===== src/rtl/vgs_pkg.sv =====
// Shared encodings for the vector register group sequencer.
// Assumes 2-bit codes for both the multiplier and the element width.
package vgs_pkg;

    // Length multiplier code: group of 1, 2, 4 or 8 physical registers
    typedef enum logic [1:0] {
        GRP1 = 2'd0,
        GRP2 = 2'd1,
        GRP4 = 2'd2,
        GRP8 = 2'd3
    } grp_code_e;

    // Element width code: 8, 16, 32 or 64 bits
    typedef enum logic [1:0] {
        EW8  = 2'd0,
        EW16 = 2'd1,
        EW32 = 2'd2,
        EW64 = 2'd3
    } ew_code_e;

    localparam int unsigned MAX_GROUP = 8;
    localparam int unsigned SLICE_W   = 3;

    // Mask of index bits that must be zero for an aligned group
    function automatic logic [SLICE_W-1:0] align_mask(input grp_code_e code);
        return SLICE_W'((1 << code) - 1);
    endfunction

endpackage


===== src/rtl/vgs_align_check.sv =====
// Checks that each operand index names an aligned register group.
// Assumes the group size is a power of two no larger than MAX_GROUP.
module vgs_align_check
    import vgs_pkg::*;
#(
    parameter int unsigned IDX_W  = 5,
    parameter int unsigned N_OPND = 3
) (
    input  logic [N_OPND-1:0][IDX_W-1:0] idx,
    input  grp_code_e                    grp,
    output logic                         aligned,
    output logic [SLICE_W-1:0]           last_slice
);

    logic [SLICE_W-1:0] mask;
    logic [N_OPND-1:0]  opnd_ok;

    // Derive the group mask and the index of the final slice
    always_comb begin
        mask       = align_mask(grp);
        last_slice = mask;
    end

    // One alignment test per operand
    for (genvar g = 0; g < N_OPND; g++) begin : g_opnd
        always_comb opnd_ok[g] = ((idx[g][SLICE_W-1:0] & mask) == '0);
    end

    // The instruction is legal only if every operand is aligned
    always_comb aligned = &opnd_ok;

endmodule


===== src/rtl/vgs_elem_count.sv =====
// Converts an element width code into the element count of one register.
// Assumes VLEN is a power of two of at least 64.
module vgs_elem_count
    import vgs_pkg::*;
#(
    parameter int unsigned VLEN   = 512,
    parameter int unsigned CNT_W  = $clog2(VLEN / 8) + 1
) (
    input  ew_code_e         ew,
    output logic [CNT_W-1:0] count
);

    localparam logic [CNT_W-1:0] BYTE_ELEMS = CNT_W'(VLEN / 8);

    // Each step up in width halves the element count
    always_comb count = BYTE_ELEMS >> ew;

endmodule


===== src/rtl/vgs_slice_ctrl.sv =====
// Sweep controller: holds the busy state and the current slice number.
// Assumes start is raised only while the controller is idle.
module vgs_slice_ctrl
    import vgs_pkg::*;
(
    input  logic               clk,
    input  logic               rst_n,
    input  logic               start,
    input  logic [SLICE_W-1:0] last_slice_in,
    input  logic               out_ready,
    output logic               busy,
    output logic [SLICE_W-1:0] slice,
    output logic               last
);

    logic [SLICE_W-1:0] last_slice_q;

    // Advance the slice on each hand-off and leave after the final one
    always_ff @(posedge clk) begin
        if (!rst_n) begin
            busy         <= 1'b0;
            slice        <= '0;
            last_slice_q <= '0;
        end else if (start) begin
            busy         <= 1'b1;
            slice        <= '0;
            last_slice_q <= last_slice_in;
        end else if (busy && out_ready) begin
            if (last) begin
                busy <= 1'b0;
            end else begin
                slice <= slice + 1'b1;
            end
        end
    end

    // Flag the final slice of the group
    always_comb last = busy && (slice == last_slice_q);

    AST_STALL_HOLD: assert property (@(posedge clk) disable iff (!rst_n)
        busy && !out_ready |=> busy && $stable(slice));
    AST_LAST_RELEASE: assert property (@(posedge clk) disable iff (!rst_n)
        busy && out_ready && last |=> !busy);
    AST_NO_START_BUSY: assert property (@(posedge clk) disable iff (!rst_n)
        start |-> !busy);

endmodule


===== src/rtl/vgs_top.sv =====
// Vector register group sequencer top. It accepts one instruction at a
// time and sweeps its register group as one micro-operation per cycle.
// It flags misaligned groups and reports elements per register.
// Assumes in_valid is offered only while in_ready is high.
module vgs_top
    import vgs_pkg::*;
#(
    parameter int unsigned VLEN   = 512,
    parameter int unsigned NREGS  = 32,
    parameter int unsigned IDX_W  = $clog2(NREGS),
    parameter int unsigned CNT_W  = $clog2(VLEN / 8) + 1
) (
    input  logic             clk,
    input  logic             rst_n,
    input  logic             in_valid,
    output logic             in_ready,
    input  logic [IDX_W-1:0] in_vd,
    input  logic [IDX_W-1:0] in_vs1,
    input  logic [IDX_W-1:0] in_vs2,
    input  logic [1:0]       in_mult,
    input  logic [1:0]       in_width,
    output logic             uop_valid,
    input  logic             uop_ready,
    output logic [IDX_W-1:0] uop_vd,
    output logic [IDX_W-1:0] uop_vs1,
    output logic [IDX_W-1:0] uop_vs2,
    output logic             uop_last,
    output logic             illegal,
    output logic [CNT_W-1:0] elems_per_reg
);

    localparam int unsigned N_OPND = 3;

    logic [N_OPND-1:0][IDX_W-1:0] in_idx;
    logic [N_OPND-1:0][IDX_W-1:0] base_q;
    logic [N_OPND-1:0][IDX_W-1:0] phys;
    logic                         accept;
    logic                         aligned;
    logic [SLICE_W-1:0]           last_slice;
    logic                         start;
    logic                         busy;
    logic [SLICE_W-1:0]           slice;
    logic                         last;
    ew_code_e                     ew_q;

    // Pack the operand indices for the shared per-operand logic
    always_comb in_idx = {in_vs2, in_vs1, in_vd};

    // Handshake on the instruction side
    always_comb begin
        in_ready = !busy;
        accept   = in_valid && in_ready;
        start    = accept && aligned;
    end

    vgs_align_check #(.IDX_W(IDX_W), .N_OPND(N_OPND)) u_align (
        .idx        (in_idx),
        .grp        (grp_code_e'(in_mult)),
        .aligned    (aligned),
        .last_slice (last_slice)
    );

    vgs_slice_ctrl u_ctrl (
        .clk           (clk),
        .rst_n         (rst_n),
        .start         (start),
        .last_slice_in (last_slice),
        .out_ready     (uop_ready),
        .busy          (busy),
        .slice         (slice),
        .last          (last)
    );

    vgs_elem_count #(.VLEN(VLEN), .CNT_W(CNT_W)) u_elems (
        .ew    (ew_q),
        .count (elems_per_reg)
    );

    // Latch the base indices and width of a legal instruction
    always_ff @(posedge clk) begin
        if (!rst_n) begin
            base_q <= '0;
            ew_q   <= EW8;
        end else if (start) begin
            base_q <= in_idx;
            ew_q   <= ew_code_e'(in_width);
        end
    end

    // Raise the illegal flag for one cycle after a misaligned acceptance
    always_ff @(posedge clk) begin
        if (!rst_n) illegal <= 1'b0;
        else        illegal <= accept && !aligned;
    end

    // Physical register of each operand for the current slice
    for (genvar g = 0; g < N_OPND; g++) begin : g_phys
        always_comb phys[g] = base_q[g] + IDX_W'(slice);
    end

    // Drive the micro-operation port
    always_comb begin
        uop_valid = busy;
        uop_vd    = phys[0];
        uop_vs1   = phys[1];
        uop_vs2   = phys[2];
        uop_last  = last;
    end

    AST_ISSUE_NEXT: assert property (@(posedge clk) disable iff (!rst_n)
        start |=> uop_valid);
    AST_SLICE_STEP: assert property (@(posedge clk) disable iff (!rst_n)
        uop_valid && uop_ready && !uop_last |=>
            uop_valid && (uop_vd == IDX_W'($past(uop_vd) + 1'b1))
                      && (uop_vs1 == IDX_W'($past(uop_vs1) + 1'b1)));
    AST_FIELDS_HOLD: assert property (@(posedge clk) disable iff (!rst_n)
        uop_valid && !uop_ready |=>
            $stable(uop_vd) && $stable(uop_vs2) && $stable(uop_last));
    AST_ILLEGAL_QUIET: assert property (@(posedge clk) disable iff (!rst_n)
        illegal |-> !uop_valid && in_ready);
    AST_BUSY_BLOCKS: assert property (@(posedge clk) disable iff (!rst_n)
        uop_valid |-> !in_ready);

endmodule


===== config.mk =====
export PLATFORM = sky130hd
export DESIGN_NAME = vgs_top
export DESIGN_NICKNAME = d
export VERILOG_FILES = /design/src/rtl/vgs_pkg.sv /design/src/rtl/vgs_align_check.sv /design/src/rtl/vgs_elem_count.sv /design/src/rtl/vgs_slice_ctrl.sv /design/src/rtl/vgs_top.sv
export SDC_FILE = /design/constraint.sdc
export NUM_CORES = 1
export LEC_CHECK = 0
export ABC_AREA = 1
export BUFFER_PORTS_ARGS = -buffer_cell sky130_fd_sc_hd__buf_4
export CELL_PAD_IN_SITES_DETAIL_PLACEMENT = 1
export CELL_PAD_IN_SITES_GLOBAL_PLACEMENT = 1
export CORE_ASPECT_RATIO = 0.7
export CORE_MARGIN = 4
export CORE_UTILIZATION = 38
export CTS_BUF_LIST = sky130_fd_sc_hd__clkbuf_16
export CTS_CLUSTER_SIZE = 40
export DETAILED_ROUTE_END_ITERATION = 16
export GPL_TIMING_DRIVEN = 0
export HOLD_SLACK_MARGIN = 0.12
export PLACE_DENSITY_LB_ADDON = 0.1
export SLEW_MARGIN = 20
export SYNTH_ARGS = -nofsm -noshare
export SYNTH_HDL_FRONTEND = slang
export SYNTH_SLANG_ARGS = --single-unit

===== constraint.sdc =====
create_clock -name clk -period 3.4 [get_ports clk]
set_input_delay 0.17 -clock clk [delete_from_list [all_inputs] [get_ports clk]]
set_output_delay 0.17 -clock clk [all_outputs]
set_load 0.02 [all_outputs]

### Yosys cells after proc, flatten, opt, wreduce, memory -nomap -nowiden

Index checks and enable logic that the tools add are counted.

* $add $sub $neg: 5
* equal/unequal tests: 1
* shift-type cells: 2
* mux-type cells: 3
* bitwise operators: 5
* reduce and logical (&&, ||, !) cells: 16

Operators with widths (number)
* 5-bit by 3-bit adder with 5-bit output: 3
* 3-bit AND: 3
* 3-bit zero test: 3
* 7-bit by 2-bit right shift with 7-bit output, first input constant: 1
* 1-bit logical AND: 5
* 2-bit AND reduction: 2
* 2-bit nonzero test: 2
* 3-bit by 1-bit adder with 3-bit output, second input constant: 1
* 3-bit equality test: 1
* 1-bit two-way mux: 3
* 3-bit AND reduction: 1
* 1-bit by 2-bit left shift with 3-bit output, first input constant: 1
* 3-bit by 2-bit subtractor with 3-bit output, second input constant: 1
* 1-bit zero test: 2
* 1-bit NOT: 2
* 2-bit OR reduction: 1

* register bits after elaboration: 25
* output and inout port bits: 26
* logic and storage cells: 40

### Longest topological paths before layout

* depth in word-level cells: 8
* depth in mapped cells: 9
* gate-level depth less buffers: 8

### Hierarchy

Synthesis repeated with hierarchy kept, for this count alone.

* cell total of the unflattened synthesis: 254
* area, all modules: 1635.3 um2

Modules (own cells, without submodules)
* vgs_top: times used 1, cells each 176, area each 1149.9 um2, seq. area each 360.3 um2
* vgs_slice_ctrl: times used 1, cells each 50, area each 346.6 um2, seq. area each 140.1 um2
* vgs_align_check: times used 1, cells each 17, area each 86.3 um2, seq. area each 0.0 um2
* vgs_elem_count: times used 1, cells each 11, area each 52.6 um2, seq. area each 0.0 um2

### Worst setup path after synthesis

Ideal clock, no wire load.

* kind: reg-to-output
* start point: register u_ctrl.slice[0]
* end point: output port uop_vs1[4]
* arrival time: 1.614 ns
* required time: 3.230 ns
* setup slack: 1.616 ns
* stages on the path, launching flop included: 6
* cells stage by stage: dfxtp_1 > ha_1 > inv_1 > fa_1 > o21ai_0 > xor2_1

* cells in the longest elaborated chain, start to end: 1

RTL lines
* from (decl): line vgs_slice_ctrl.sv:12 `output logic [SLICE_W-1:0] slice,`
* from (signal assigned): line vgs_slice_ctrl.sv:32 `slice <= slice + 1'b1;`
* 5-bit by 3-bit adder with 5-bit output: line vgs_top.sv:98 `always_comb phys[g] = base_q[g] + IDX_W'(slice);`
* to (decl): line vgs_top.sv:25 `output logic [IDX_W-1:0] uop_vs1,`

Every way passes these cells.

### Worst setup path after layout

* start point: register u_ctrl.slice[1]
* end point: output port uop_vs1[4]

Same word-level chain as after synthesis.

==> flow_metrics.py <==
metrics = {
    "run_status": {
        "run_status": "completed",
    },
    "logic_synthesis": {
        "synth_top_family_by_area": "simple AND/OR/NAND/NOR gates",
        "synth_cell_types": 28,
        "ys_seq_area_share_pct": 30.58,
        "synth_edf_count": 0,
        "dominantRegCellSynth": "dfxtp_1",
        "yosys_register_bits": 25,
        "yosysTopAreaCell": "dfxtp_1",
        "ys_warn_count": 0,
        "synth_adder_area_share_pct": 11.31,
        "postSynthAreaPerCell_um2": 6.735,
        "synth_compound_area_share_pct": 3.287,
        "async_reset_ff_share_pct": 0,
        "syn_inst": 243,
        "netlist_top_cells_area": "dfxtp_1, nand2_1, nor2_1",
        "synthXorXnorAreaFrac_pct": 5.352,
        "synth-simple-area-share_pct": 36.77,
        "synth.area.mux_share_pct": 0,
        "netlist_area_um2": 1637,
        "yosysTopAreaCellShare_pct": 30.58,
    },
    "critical_path": {
        "crit_type": "reg -> out",
        "timing.rr.start": "u_ctrl.slice[1]",
        "reg2reg_setup_slack_ns": 1.72,
        "r2r_cells": 8,
        "cp-end-kind": "output pin",
        "crit_required_ns": 3.23,
        "r2r_end": "u_ctrl.slice[2]",
        "cp_max_fo": 9,
        "critPathLaunchType": "flip-flop",
        "worst_ep_arrival_time_ns": 2.07,
    },
    "placement": {
        "portBuffers": 45,
        "dp_slack_ns": 1.437,
        "place.gp.congestion": 0.7961,
        "dp_hpwl_mm": 3.676,
    },
    "global_route": {
        "grt_pass1_wl_mm": 7.748,
        "antenna_found_initial": 0,
        "grt_usage_pct": 17.88,
        "grt_pass1_vias": 1604,
        "grt_max_degree": 16,
        "overflow": 0,
    },
    "floorplanning": {
        "ioPinCount": 49,
        "die_area_um2": 5437,
        "num_rows": 19,
        "die_y_um": 62.91,
        "coreArea_um2": 4041,
        "dieWidth_um": 86.44,
        "start_util_pct": 40.50,
    },
    "routing": {
        "first_iter_violations": 77,
        "first_pass_iters": 6,
        "route.detailed.drc": 0,
        "drt-vias-per-instance": 4.685,
        "routed_wl_mm": 4.575,
        "routedWlPerCell_um": 13.22,
        "ant_nets": 0,
        "vias": 1621,
    },
    "cts": {
        "cts.sinks": 25,
        "hold_buffers": 0,
        "cts_made_buffers": 3,
        "cts_root_buffer": "clkbuf_16",
        "clockBufferDepth": 2,
        "cts_resized": 0,
        "cts_setup_buffers": 0,
        "insertion_delay_ns": 0.26,
        "cts_tree": "yes",
        "clkTransAtPathRegs_ns": 0.07,
        "htree_num_levels": 1,
    },
    "power_and_ir_drop": {
        "leakage_uw": 0.001171,
        "ir_drop_mv": 0.2306,
        "powerDensity_nw_per_um2": 347.9,
    },
    "sta": {
        "tns_ns": 0,
        "setup_viol": 0,
        "fmax_mhz": 447.2,
        "hold_viol": 0,
        "rsz0062_at_grt": "no",
        "skew_ns": 0.001606,
        "fin_crit_ns": 2.236,
        "finalCritPeriodShare_pct": 65.77,
        "fin_ws_ns": 1.164,
        "slew_violations": 0,
    },
    "hold_path": {
        "holdPathStages": 3,
        "hold_path.class": "in -> reg",
        "hp-start": "rst_n",
        "min_delay_worst_endpoint": "u_ctrl.last_slice_q[2]",
    },
    "cells_and_area": {
        "drive_gt1_share_pct": 21.43,
        "synthToLayoutAreaGrowth_pct": 30.12,
        "antenna_cells": 0,
        "final_nets": 331,
    },
    "job": {
        "maxCapViolCount": 0,
    },
}
## cell usage in the layout (no fill, tap or decap), types with 2 or more instances in the layout
cell and instances:
conb_1 3, nand3_1 27, clkbuf_16 3, nor2_1 47, inv_1 39, buf_1 2, nand4_1 2, xor2_1 7
a21oi_1 5, xnor2_1 3, buf_4 49, nand2_1 53, ha_1 10, fa_1 3, dfxtp_1 25, nand2_4 2
## through the flow
step | hold WS (ns) | utilization [%] | area [um^2] | std cells | total power (uW)
2_1_floorplan | 0.2936 | - | 1644 | 245 | 415.9
3_3_place_gp | 0.4418 | 50.65 | 2047 | 342 | 474.5
3_5_place_dp | 0.4552 | 50.65 | 2047 | 342 | 479.0
4_1_cts | 0.1786 | 52.69 | 2130 | 346 | 748.5
5_1_grt | 0.1926 | 52.69 | 2130 | 346 | 779.5
6_report | 0.1796 | 52.69 | 2130 | 346 | 740.8
## Yosys cell counts (2+ instances only)
cell,n
xnor2_1,3
ha_1,10
a21oi_1,5
nand3_1,27
xor2_1,7
buf_1,2
nor2_1,47
dfxtp_1,25
nand4_1,2
nand2_4,2
buf_4,4
nand2_1,53
fa_1,3
inv_1,39
## how the worst max path moves through the flow
stage / startpoint / depth (start not counted) / endpoint
after floorplan: u_ctrl.slice[0] / 5 / uop_vs1[4]
after global placement: u_ctrl.slice[1] / 5 / uop_vs1[4]
after detailed placement: u_ctrl.slice[0] / 6 / uop_vs1[4]
after CTS: u_ctrl.slice[1] / 5 / uop_vs1[4]
after global routing: u_ctrl.slice[1] / 5 / uop_vs1[4]
final: u_ctrl.slice[1] / 5 / uop_vs1[4]
## critical path: stages, from the launching register on
cell and delay, ns:
dfxtp_1 0.62, inv_1 0.18, fa_1 0.47, o21ai_0 0.22, xor2_1 0.16, buf_4 0.16
## report_power, final
part,internal [uW],switching (uW),total [uW],leakage (uW)
Sequential,306,11.3,317,0.000203
Clock,160,109,269,0.0000371
Combinational,65.5,89.4,155,0.000931
Total,531,210,741,0.00117
## cells by family after synthesis
family	Yosys count
and+or+nand+nor	137
xor gates and xnor gates	10
DFF	25
buffers and inverters	48
other	1
AOI/OAI and AO/OA	9
adders and majority gates	13
## flip-flops by register name (all words and copies together) (netlist names)
register,flops
base_q,15
u_ctrl.last_slice_q,3
u_ctrl.slice,3
ew_q,2
illegal,1
u_ctrl.busy,1
## metal layers
metal  vias to the layer above  part of all wire (%)  global-route usage, %
met5                         -                     0                      0
li1                        844                     -                      -
met3                         2                   5.0                  3.426
met2                        40                    43                  28.24
met4                         0                  0.42                  2.918
met1                       735                    52                  25.48
## layout make-up
class | count | area [um^2]
well taps | 52 | 65.06
clock inverters | 1 | 7.507
fillers | 546 | 1912
flip-flops and latches | 25 | 500.5
multi-input cells | 172 | 939.7
clock buffers | 3 | 75.07
inverters | 39 | 146.4
repair buffers | 45 | 337.8
plain buffers | 9 | 57.56
Note: power is estimated with default switching activity, not from simulation.
